<file path="config.mk">
export PLATFORM = sky130hd
export DESIGN_NAME = lock_slip_detector
export DESIGN_NICKNAME = d
export VERILOG_FILES = /design/src/rtl/lsd_pkg.sv /design/src/rtl/lsd_phase_tracker.sv /design/src/rtl/lsd_retrig_lut.sv /design/src/rtl/lsd_lol_timer.sv /design/src/rtl/lock_slip_detector.sv
export SDC_FILE = /design/constraint.sdc
export NUM_CORES = 1
export LEC_CHECK = 0
export ABC_AREA = 1
export BUFFER_PORTS_ARGS = -buffer_cell sky130_fd_sc_hd__buf_2
export CAP_MARGIN = 20
export CORE_ASPECT_RATIO = 0.5
export CORE_MARGIN = 10
export CORE_UTILIZATION = 35
export DETAILED_ROUTE_END_ITERATION = 7
export GPL_ROUTABILITY_DRIVEN = 0
export HOLD_SLACK_MARGIN = 0.06
export SYNTH_ARGS = -nofsm -noshare
export SYNTH_HDL_FRONTEND = slang
export SYNTH_SLANG_ARGS = --single-unit
</file>
<file path="constraint.sdc">
create_clock -name clk -period 0.9 [get_ports clk]
set_input_delay 0.18 -clock clk [delete_from_list [all_inputs] [get_ports clk]]
set_output_delay 0.18 -clock clk [all_outputs]
set_load 0.01 [all_outputs]
</file>
<file path="src/rtl/lsd_pkg.sv">
package lsd_pkg;
  typedef enum logic [1:0] {
    PH_EVEN   = 2'b00,
    PH_REF_UP = 2'b01,
    PH_FB_UP  = 2'b11
  } phase_e;
endpackage

</file>
<file path="src/rtl/lsd_phase_tracker.sv">
module lsd_phase_tracker
  import lsd_pkg::*;
(
  input  logic clk,
  input  logic rst_n,
  input  logic ref_i,
  input  logic fb_i,
  output logic slip_o
);
  phase_e phase_q, phase_n;
  logic   slip_q, slip_n;

  always_comb begin
    phase_n = phase_q;
    slip_n  = 1'b0;
    if (ref_i && !fb_i) begin
      case (phase_q)
        PH_REF_UP: begin slip_n = 1'b1; phase_n = PH_EVEN; end
        PH_FB_UP:  phase_n = PH_EVEN;
        default:   phase_n = PH_REF_UP;
      endcase
    end else if (fb_i && !ref_i) begin
      case (phase_q)
        PH_FB_UP:  begin slip_n = 1'b1; phase_n = PH_EVEN; end
        PH_REF_UP: phase_n = PH_EVEN;
        default:   phase_n = PH_FB_UP;
      endcase
    end
  end

  always_ff @(posedge clk or negedge rst_n) begin
    if (!rst_n) begin
      phase_q <= PH_EVEN;
      slip_q  <= 1'b0;
    end else begin
      phase_q <= phase_n;
      slip_q  <= slip_n;
    end
  end

  assign slip_o = slip_q;

  AST_SLIP_SINGLE: assert property (@(posedge clk) disable iff (!rst_n)
    slip_o |=> !slip_o);
  AST_SLIP_LONE_PULSE: assert property (@(posedge clk) disable iff (!rst_n)
    slip_o |-> $past(ref_i ^ fb_i));
endmodule

</file>
<file path="src/rtl/lsd_retrig_lut.sv">
module lsd_retrig_lut #(
  parameter int BASE_TICKS = 20,
  parameter int NUM_CODES  = 7,
  parameter int CODE_W     = 3,
  parameter int CNT_W      = 13
) (
  input  logic [CODE_W-1:0] code_i,
  output logic [CNT_W-1:0]  retrig_o
);
  localparam int MAX_CODE = NUM_CODES - 1;

  logic [CNT_W-1:0]  table_w [NUM_CODES];
  logic [CODE_W-1:0] idx;

  for (genvar g = 0; g < NUM_CODES; g++) begin : g_tab
    assign table_w[g] = CNT_W'(BASE_TICKS) << (MAX_CODE - g);
  end

  always_comb begin
    if (code_i > CODE_W'(MAX_CODE)) idx = CODE_W'(MAX_CODE);
    else                            idx = code_i;
    retrig_o = table_w[idx];
  end
endmodule

</file>
<file path="src/rtl/lsd_lol_timer.sv">
module lsd_lol_timer #(
  parameter int CNT_W  = 13,
  parameter int MIN_PW = 60
) (
  input  logic             clk,
  input  logic             rst_n,
  input  logic             slip_i,
  input  logic             cal_i,
  input  logic [CNT_W-1:0] retrig_i,
  output logic             lol_o
);
  localparam int PW_W = $clog2(MIN_PW + 1) + 1;

  logic [CNT_W-1:0] ivl_q, ivl_n;
  logic [PW_W-1:0]  pw_q, pw_n;
  logic             lol_q, lol_n;
  logic             ivl_done, pw_done, restart;

  assign ivl_done = (ivl_q >= retrig_i);
  assign pw_done  = (pw_q >= PW_W'(MIN_PW));
  assign restart  = slip_i | cal_i;

  always_comb begin
    lol_n = restart | (lol_q & ~(ivl_done & pw_done));
    if (restart)       ivl_n = '0;
    else if (ivl_done) ivl_n = ivl_q;
    else               ivl_n = ivl_q + CNT_W'(1);
    if (lol_n && !lol_q)      pw_n = '0;
    else if (lol_q && !pw_done) pw_n = pw_q + PW_W'(1);
    else                      pw_n = pw_q;
  end

  always_ff @(posedge clk or negedge rst_n) begin
    if (!rst_n) begin
      ivl_q <= '0;
      pw_q  <= '0;
      lol_q <= 1'b1;
    end else begin
      ivl_q <= ivl_n;
      pw_q  <= pw_n;
      lol_q <= lol_n;
    end
  end

  assign lol_o = lol_q;

  AST_LOL_AFTER_SLIP: assert property (@(posedge clk) disable iff (!rst_n)
    slip_i |=> lol_o);
  AST_CAL_HOLDS_LOL: assert property (@(posedge clk) disable iff (!rst_n)
    cal_i |=> lol_o);
  AST_MIN_PULSE: assert property (@(posedge clk) disable iff (!rst_n)
    $fell(lol_o) |-> ($past(pw_q) >= PW_W'(MIN_PW)));
  AST_QUIET_RELEASE: assert property (@(posedge clk) disable iff (!rst_n)
    $fell(lol_o) |-> ($past(ivl_q) >= $past(retrig_i)));
endmodule

</file>
<file path="src/rtl/lock_slip_detector.sv">
module lock_slip_detector #(
  parameter int BASE_TICKS = 20,
  parameter int NUM_CODES  = 7,
  parameter int CODE_W     = 3,
  parameter int MIN_PW     = 60
) (
  input  logic              clk,
  input  logic              rst_n,
  input  logic              ref_pulse,
  input  logic              fb_pulse,
  input  logic [CODE_W-1:0] bw_code,
  input  logic              cal_busy,
  output logic              slip,
  output logic              lol
);
  localparam int CNT_W = $clog2(BASE_TICKS + 1) + NUM_CODES + 1;

  logic [1:0]       rst_sync_q;
  logic             rst_int_n;
  logic [CNT_W-1:0] retrig;

  always_ff @(posedge clk or negedge rst_n) begin
    if (!rst_n) rst_sync_q <= 2'b00;
    else        rst_sync_q <= {rst_sync_q[0], 1'b1};
  end
  assign rst_int_n = rst_sync_q[1];

  lsd_phase_tracker u_track (
    .clk    (clk),
    .rst_n  (rst_int_n),
    .ref_i  (ref_pulse),
    .fb_i   (fb_pulse),
    .slip_o (slip)
  );

  lsd_retrig_lut #(
    .BASE_TICKS (BASE_TICKS),
    .NUM_CODES  (NUM_CODES),
    .CODE_W     (CODE_W),
    .CNT_W      (CNT_W)
  ) u_lut (
    .code_i   (bw_code),
    .retrig_o (retrig)
  );

  lsd_lol_timer #(
    .CNT_W  (CNT_W),
    .MIN_PW (MIN_PW)
  ) u_timer (
    .clk      (clk),
    .rst_n    (rst_int_n),
    .slip_i   (slip),
    .cal_i    (cal_busy),
    .retrig_i (retrig),
    .lol_o    (lol)
  );
endmodule

</file>
======== After elaboration in Yosys (flattened, before gate mapping) ========
Memory sizes are Yosys's and may differ from the RTL's.
Index checks and enable logic that the tools add are counted.
Widths: inputs -> output; s select.
word-level totals
  register bits ........................... 26
  latch bits .............................. 0
  memory bits (writable) .................. 0
  memory bits (read-only) ................. 104
  word-level logic and storage cells ...... 48
  memories kept ........................... 1
operators by class
  add/subtract/negate cells ............... 2
  multiply operators ...................... 0
  div/mod/pow operators ................... 0
  $lt $le $gt $ge ......................... 4
  equal/unequal tests ..................... 3
  shifts and indexed selects .............. 0
  muxes and demuxes ....................... 15
  bitwise logic cells ..................... 6
  reduce and logical (&&, ||, !) cells .... 11
memories
  memory           words  bits a word  read ports  clocked after memory_dff  write ports  RTL line              text
  (no name shown)  8      13           1           0                         0            lsd_retrig_lut.sv:22  retrig_o = table_w[idx];
operators by type and width
  kind                   count
  $mux 13                4
  $mux 7                 2
  $add 13x1->13 const B  1
  $ge 13x13->1           1
  $add 7x1->7 const B    1
  $ge 7x6->1 const B     1
  $mux 2                 3
  $mux 1                 5
  $ge 4x4->1 const B     1
  $logic_and 1x1->1      4
  $logic_not 1->1        4
  $not 3->4              1
  $reduce_bool 2->1      2
  $gt 3x3->1 const B     1
  $mux 3                 1
  $and 1x1->1            2
  $eq 2x1->1 const B     1
  $eq 2x2->1 const B     1
  $ne 2x2->1 const B     1
  $or 1x1->1             2
  $reduce_or 2->1        1
  $not 1->1              1

======== Depth between registers and ports, before layout ========
  depth in word-level cells ............... 13
  mapped depth ............................ 15
  depth with buffers taken out ............ 14

======== Modules after synthesis ========
From an unflattened synthesis, not the netlist that was laid out.
unflattened totals
  cell total of the unflattened synthesis .. 290
  area, all modules ....................... 2035.7 µm²
modules (own cells, without submodules)
  module              instances  cells an instance  area an instance (µm²)
  lsd_lol_timer       1          246                1705.4
  lsd_phase_tracker   1          17                 151.4
  lsd_retrig_lut      1          24                 125.1
  lock_slip_detector  1          3                  53.8

======== Least setup slack after synthesis ========
OpenSTA, ideal clock, no wires.
  path kind ............................... register to register
  start ................................... register u_timer.ivl_q[4]
  end ..................................... register u_timer.ivl_q[10]
  library setup time ...................... 0.118 ns
  arrival time ............................ 1.441 ns
  required time ........................... 0.782 ns
  path slack .............................. -0.659 ns
  cell stages (with the launch flop) ...... 9
  cells stage by stage .................... dfrtp_1 -> ha_1 -> a21oi_1 -> nand2_1 -> nand2_1 -> nand4_1 -> buf_4 -> nand3_1 -> nand2_1
between the ends
  cells in the longest elaborated chain, start to end .. 3
  elaborated cells between the ends (all ways) .. 5
  classes of those cells .................. 1 x add/sub; 1 x order compare; 1 x eq/ne; 2 x mux
RTL lines
  item                    RTL line             text
  from (decl)             lsd_lol_timer.sv:14  logic [CNT_W-1:0] ivl_q, ivl_n;
  from (signal assigned)  lsd_lol_timer.sv:39  ivl_q <= ivl_n;
  $add 13x1->13           lsd_lol_timer.sv:27  else ivl_n = ivl_q + CNT_W'(1);
  $mux 13                 lsd_lol_timer.sv:26  else if (ivl_done) ivl_n = ivl_q;
  $mux 13                 lsd_lol_timer.sv:25  if (restart) ivl_n = '0;
Parallel ways exist; a longest one is shown, timed or not. The select of a mux whose other input is x is not followed.
A chain may end at the register's enable or synchronous reset.

======== Final worst setup path ========
  start ................................... register u_timer.ivl_q[8]
  end ..................................... register u_timer.ivl_q[9]
The elaborated chain is that of the path after synthesis.

==> results.ini <==
[timing]
setup_ws_ns = -0.700
grt_setup_unrepaired = yes
final_max_slew_viol_count = 0
post_route_hold_slack_ns = 0.206
layout_worst_path_cycle_share = 1.78
setup_total_negative_slack_ns = -11.59
fin_skew_ns = 0.00452
setup_viol_count_final = 23
final_hold_violation_count = 0
min_period_ns = 1.60
max_freq_ghz = 0.625

[logic_synthesis]
yosys_warnings = 0
synth-seq-area-share = 0.366
synth.mux.area_fraction = 0
yosys.area_share.simple = 0.332
synth_async_sr_flop_share = 1.00
synthesis.area_per_instance_sq_um = 7.33
synth_edf_count = 0
synth_fp_nets = 266
post_synth_xor_area_fraction = 0.0246
synth_seq_cells = 26
synth_adder_area_share = 0.105
complex_gate_fraction_of_the_synthesized_area = 0.0625
ys_types = 26
combinational_family_with_the_most_area_after_synthesis = simple AND/OR/NAND/NOR gates
mappedNetlistArea_sq_um = 1780
postSynth.topFlopCell = sky130_fd_sc_hd__dfrtp_1
synthesis.instances = 243

[critical_path]
setup.worst_path.end = u_timer.ivl_q[9]
worstSetupPathType = flip-flop to flip-flop
worst_ep_arrival_time_ns = 1.77
timing.critical_path.cells = ha_4 -> nand2_1 -> inv_1 -> nand2_1 -> nor2_1 -> nand2_2 -> inv_1 -> nor2_4 -> buf_12 -> nand4_1 -> nand2_1
start_kind = flip-flop
worst_setup_sp = u_timer.ivl_q[8]
critical_path.most_common_cell = sky130_fd_sc_hd__nand2_1
timing.rr.start = u_timer.ivl_q[8]
worstReg2RegEnd = u_timer.ivl_q[9]
crit_path_slowest_cell = sky130_fd_sc_hd__dfrtp_1
reg2reg_slack_ns = -0.70
critPathCaptureType = flip-flop
slowest_delay_ns = 0.43
crit_required_ns = 1.07
worst_r2r_path_depth = 11
critPathMaxFanout = 12

[outcome]
violations = negative setup slack
run_status = finished with violations

[clock_network]
cts-root-to-sink-buffers = 2
clock_sinks = 26
cts_made_buffers = 3
clock_tree_from_tritoncts = yes
cts-root-buf = sky130_fd_sc_hd__clkbuf_8
clock_latency_on_the_worst_skew_pair_ns = 0.27
ctsHtreeMaxLevel = 1
clk_pin_slew_worst_paths_ns = 0.09

[route]
drc = 0
number_of_drc_violations_after_detailed_routing_iteration_0 = 87
via_count_of_the_routed_design = 1705
routed_wl_microns = 4330
drtPass1Iterations = 4
drt-wirelength-per-cell_microns = 11.8
drtAntennaViolNets = 0
via_per_inst = 4.66

[power]
leakagePower_nw = 1.31
vdd_drop_max_uv = 772
power_per_cell_area_nw_per_um2 = 1530

[floorplanning]
die_area_sq_um = 8510
ios = 10
fp-row-count = 18
die_h_microns = 70.4
core_area_sq_um = 4930
initial_core_util = 0.361
die_width_microns = 121

[place]
place.port_buffers = 9
detailedPlacementHpwl_microns = 3250
detailed_place.area_sq_um = 2290
placement.setup.worst_slack_ns = -0.904
placedCellCount = 357

[global_routing]
gr-total-overflow = 0
grt_pass1_wl_microns = 7610
maximum_number_of_pins_on_one_net_before_global_route_repair = 25
grt_use_total = 0.103
via_count_of_the_first_global_routing_pass = 1696
antenna_found_initial = 0

[finish]
drive_gt1_frac = 0.307
finish.net_count = 320
antenna_cells = 0
most-common-layout-cells = sky130_fd_sc_hd__nand2_1 (56), sky130_fd_sc_hd__inv_1 (37), sky130_fd_sc_hd__buf_4 (36)
layout.cells.most_common = sky130_fd_sc_hd__nand2_1
finish.instance_area_sq_um = 2500
flow.area_growth_from_synthesis_pct = 40.5
layoutNonFillerInstCount = 366

[min_path]
worst_hold_path_type = flip-flop to asynchronous set/reset pin

[job]
drv.max_cap_violation_count = 0

## worst min path at each step
stage | startpoint | to | cells after the start
after floorplan | rst_n | rst_sync_q[0] | 0
after global placement | rst_n | rst_sync_q[0] | 1
after detailed placement | rst_n | rst_sync_q[0] | 1
after CTS | rst_n | rst_sync_q[0] | 2
after global routing | rst_n | rst_sync_q[0] | 2
final | rst_sync_q[1] | u_timer.pw_q[0] | 1
## routing by layer
layer  track usage  vias up  routed length [microns]  share of wire
met4        0.0120        0                       21         0.0049
met2         0.190       21                     2140           0.49
met3        0.0176        2                      123          0.028
met1         0.126      798                     2040           0.47
li1              -      884                        -              -
met5             0        -                        0              0
## critical path: cells and delay by family, from the launching register on
| family | cells | cell delay [ns] |
|---|---|---|
| and+or+nand+nor | 7 | 0.49 |
| DFF | 1 | 0.43 |
| buffers and inverters | 3 | 0.29 |
| adders and majority gates | 1 | 0.29 |
## synth_stat cells (2+ instances only)
master,number,area (sq um)
sky130_fd_sc_hd__buf_4,3,22.5
sky130_fd_sc_hd__nor2_2,2,12.5
sky130_fd_sc_hd__nand2_1,62,233
sky130_fd_sc_hd__nand4_1,17,106
sky130_fd_sc_hd__o21ai_0,8,40.0
sky130_fd_sc_hd__xor2_1,3,26.3
sky130_fd_sc_hd__xnor2_1,2,17.5
sky130_fd_sc_hd__ha_1,15,188
sky130_fd_sc_hd__nand3_1,26,130
sky130_fd_sc_hd__dfrtp_1,25,626
sky130_fd_sc_hd__o22ai_1,2,12.5
sky130_fd_sc_hd__o21bai_1,3,22.5
sky130_fd_sc_hd__a21oi_1,4,20.0
sky130_fd_sc_hd__inv_1,39,146
sky130_fd_sc_hd__nor2_1,21,78.8
## cells by family (layout without fill, tap and decap cells)
kind of cell,count (synthesis),count (layout)
xor+xnor,5,5
fa+ha+maj,15,15
compound gates,19,19
other cells,1,1
simple gates,132,132
buf+inv,45,98
flops,26,26
## cell type report
class	count	area, sq um
inverter	39	146
sequential	26	652
tap	70	87.6
clock buffer	4	55.1
fill	483	2430
timing repair buffer	55	459
multi-input combinational	172	1100
## flip-flops by register name, summed over array words and instances (netlist names)
register and flops:
rst_sync_q 2, u_timer.lol_o 1, u_timer.ivl_q 13, u_track.slip_o 1, u_timer.pw_q 7, u_track.phase_q 2
## repair_timing
action | 4_1_cts | 5_1_grt
endpoints found under the hold margin | 2 | 0
pin swaps | 0 | 5
setup buffers | 4 | 0
resized for setup | 24 | 9
hold buffers | 1 | 0
endpoints found under the setup margin | 23 | 24
## where the power goes
part           internal, W  total [W]  switching [W]
clock             0.000391   0.000771       0.000380
combinational     0.000738    0.00150       0.000766
sequential         0.00138    0.00154       0.000161
total              0.00251    0.00382        0.00131
## per-stage QoR
| stage | power [W] | utilization |
|---|---|---|
| finish | 0.00382 | 0.507 |
| global route | 0.00411 | 0.507 |
| CTS | 0.00377 | 0.501 |
| detailed placement | 0.00285 | 0.464 |
| global placement | 0.00279 | 0.464 |
| floorplan | 0.00230 | - |
No activity file was read; power rests on OpenSTA's default activity.
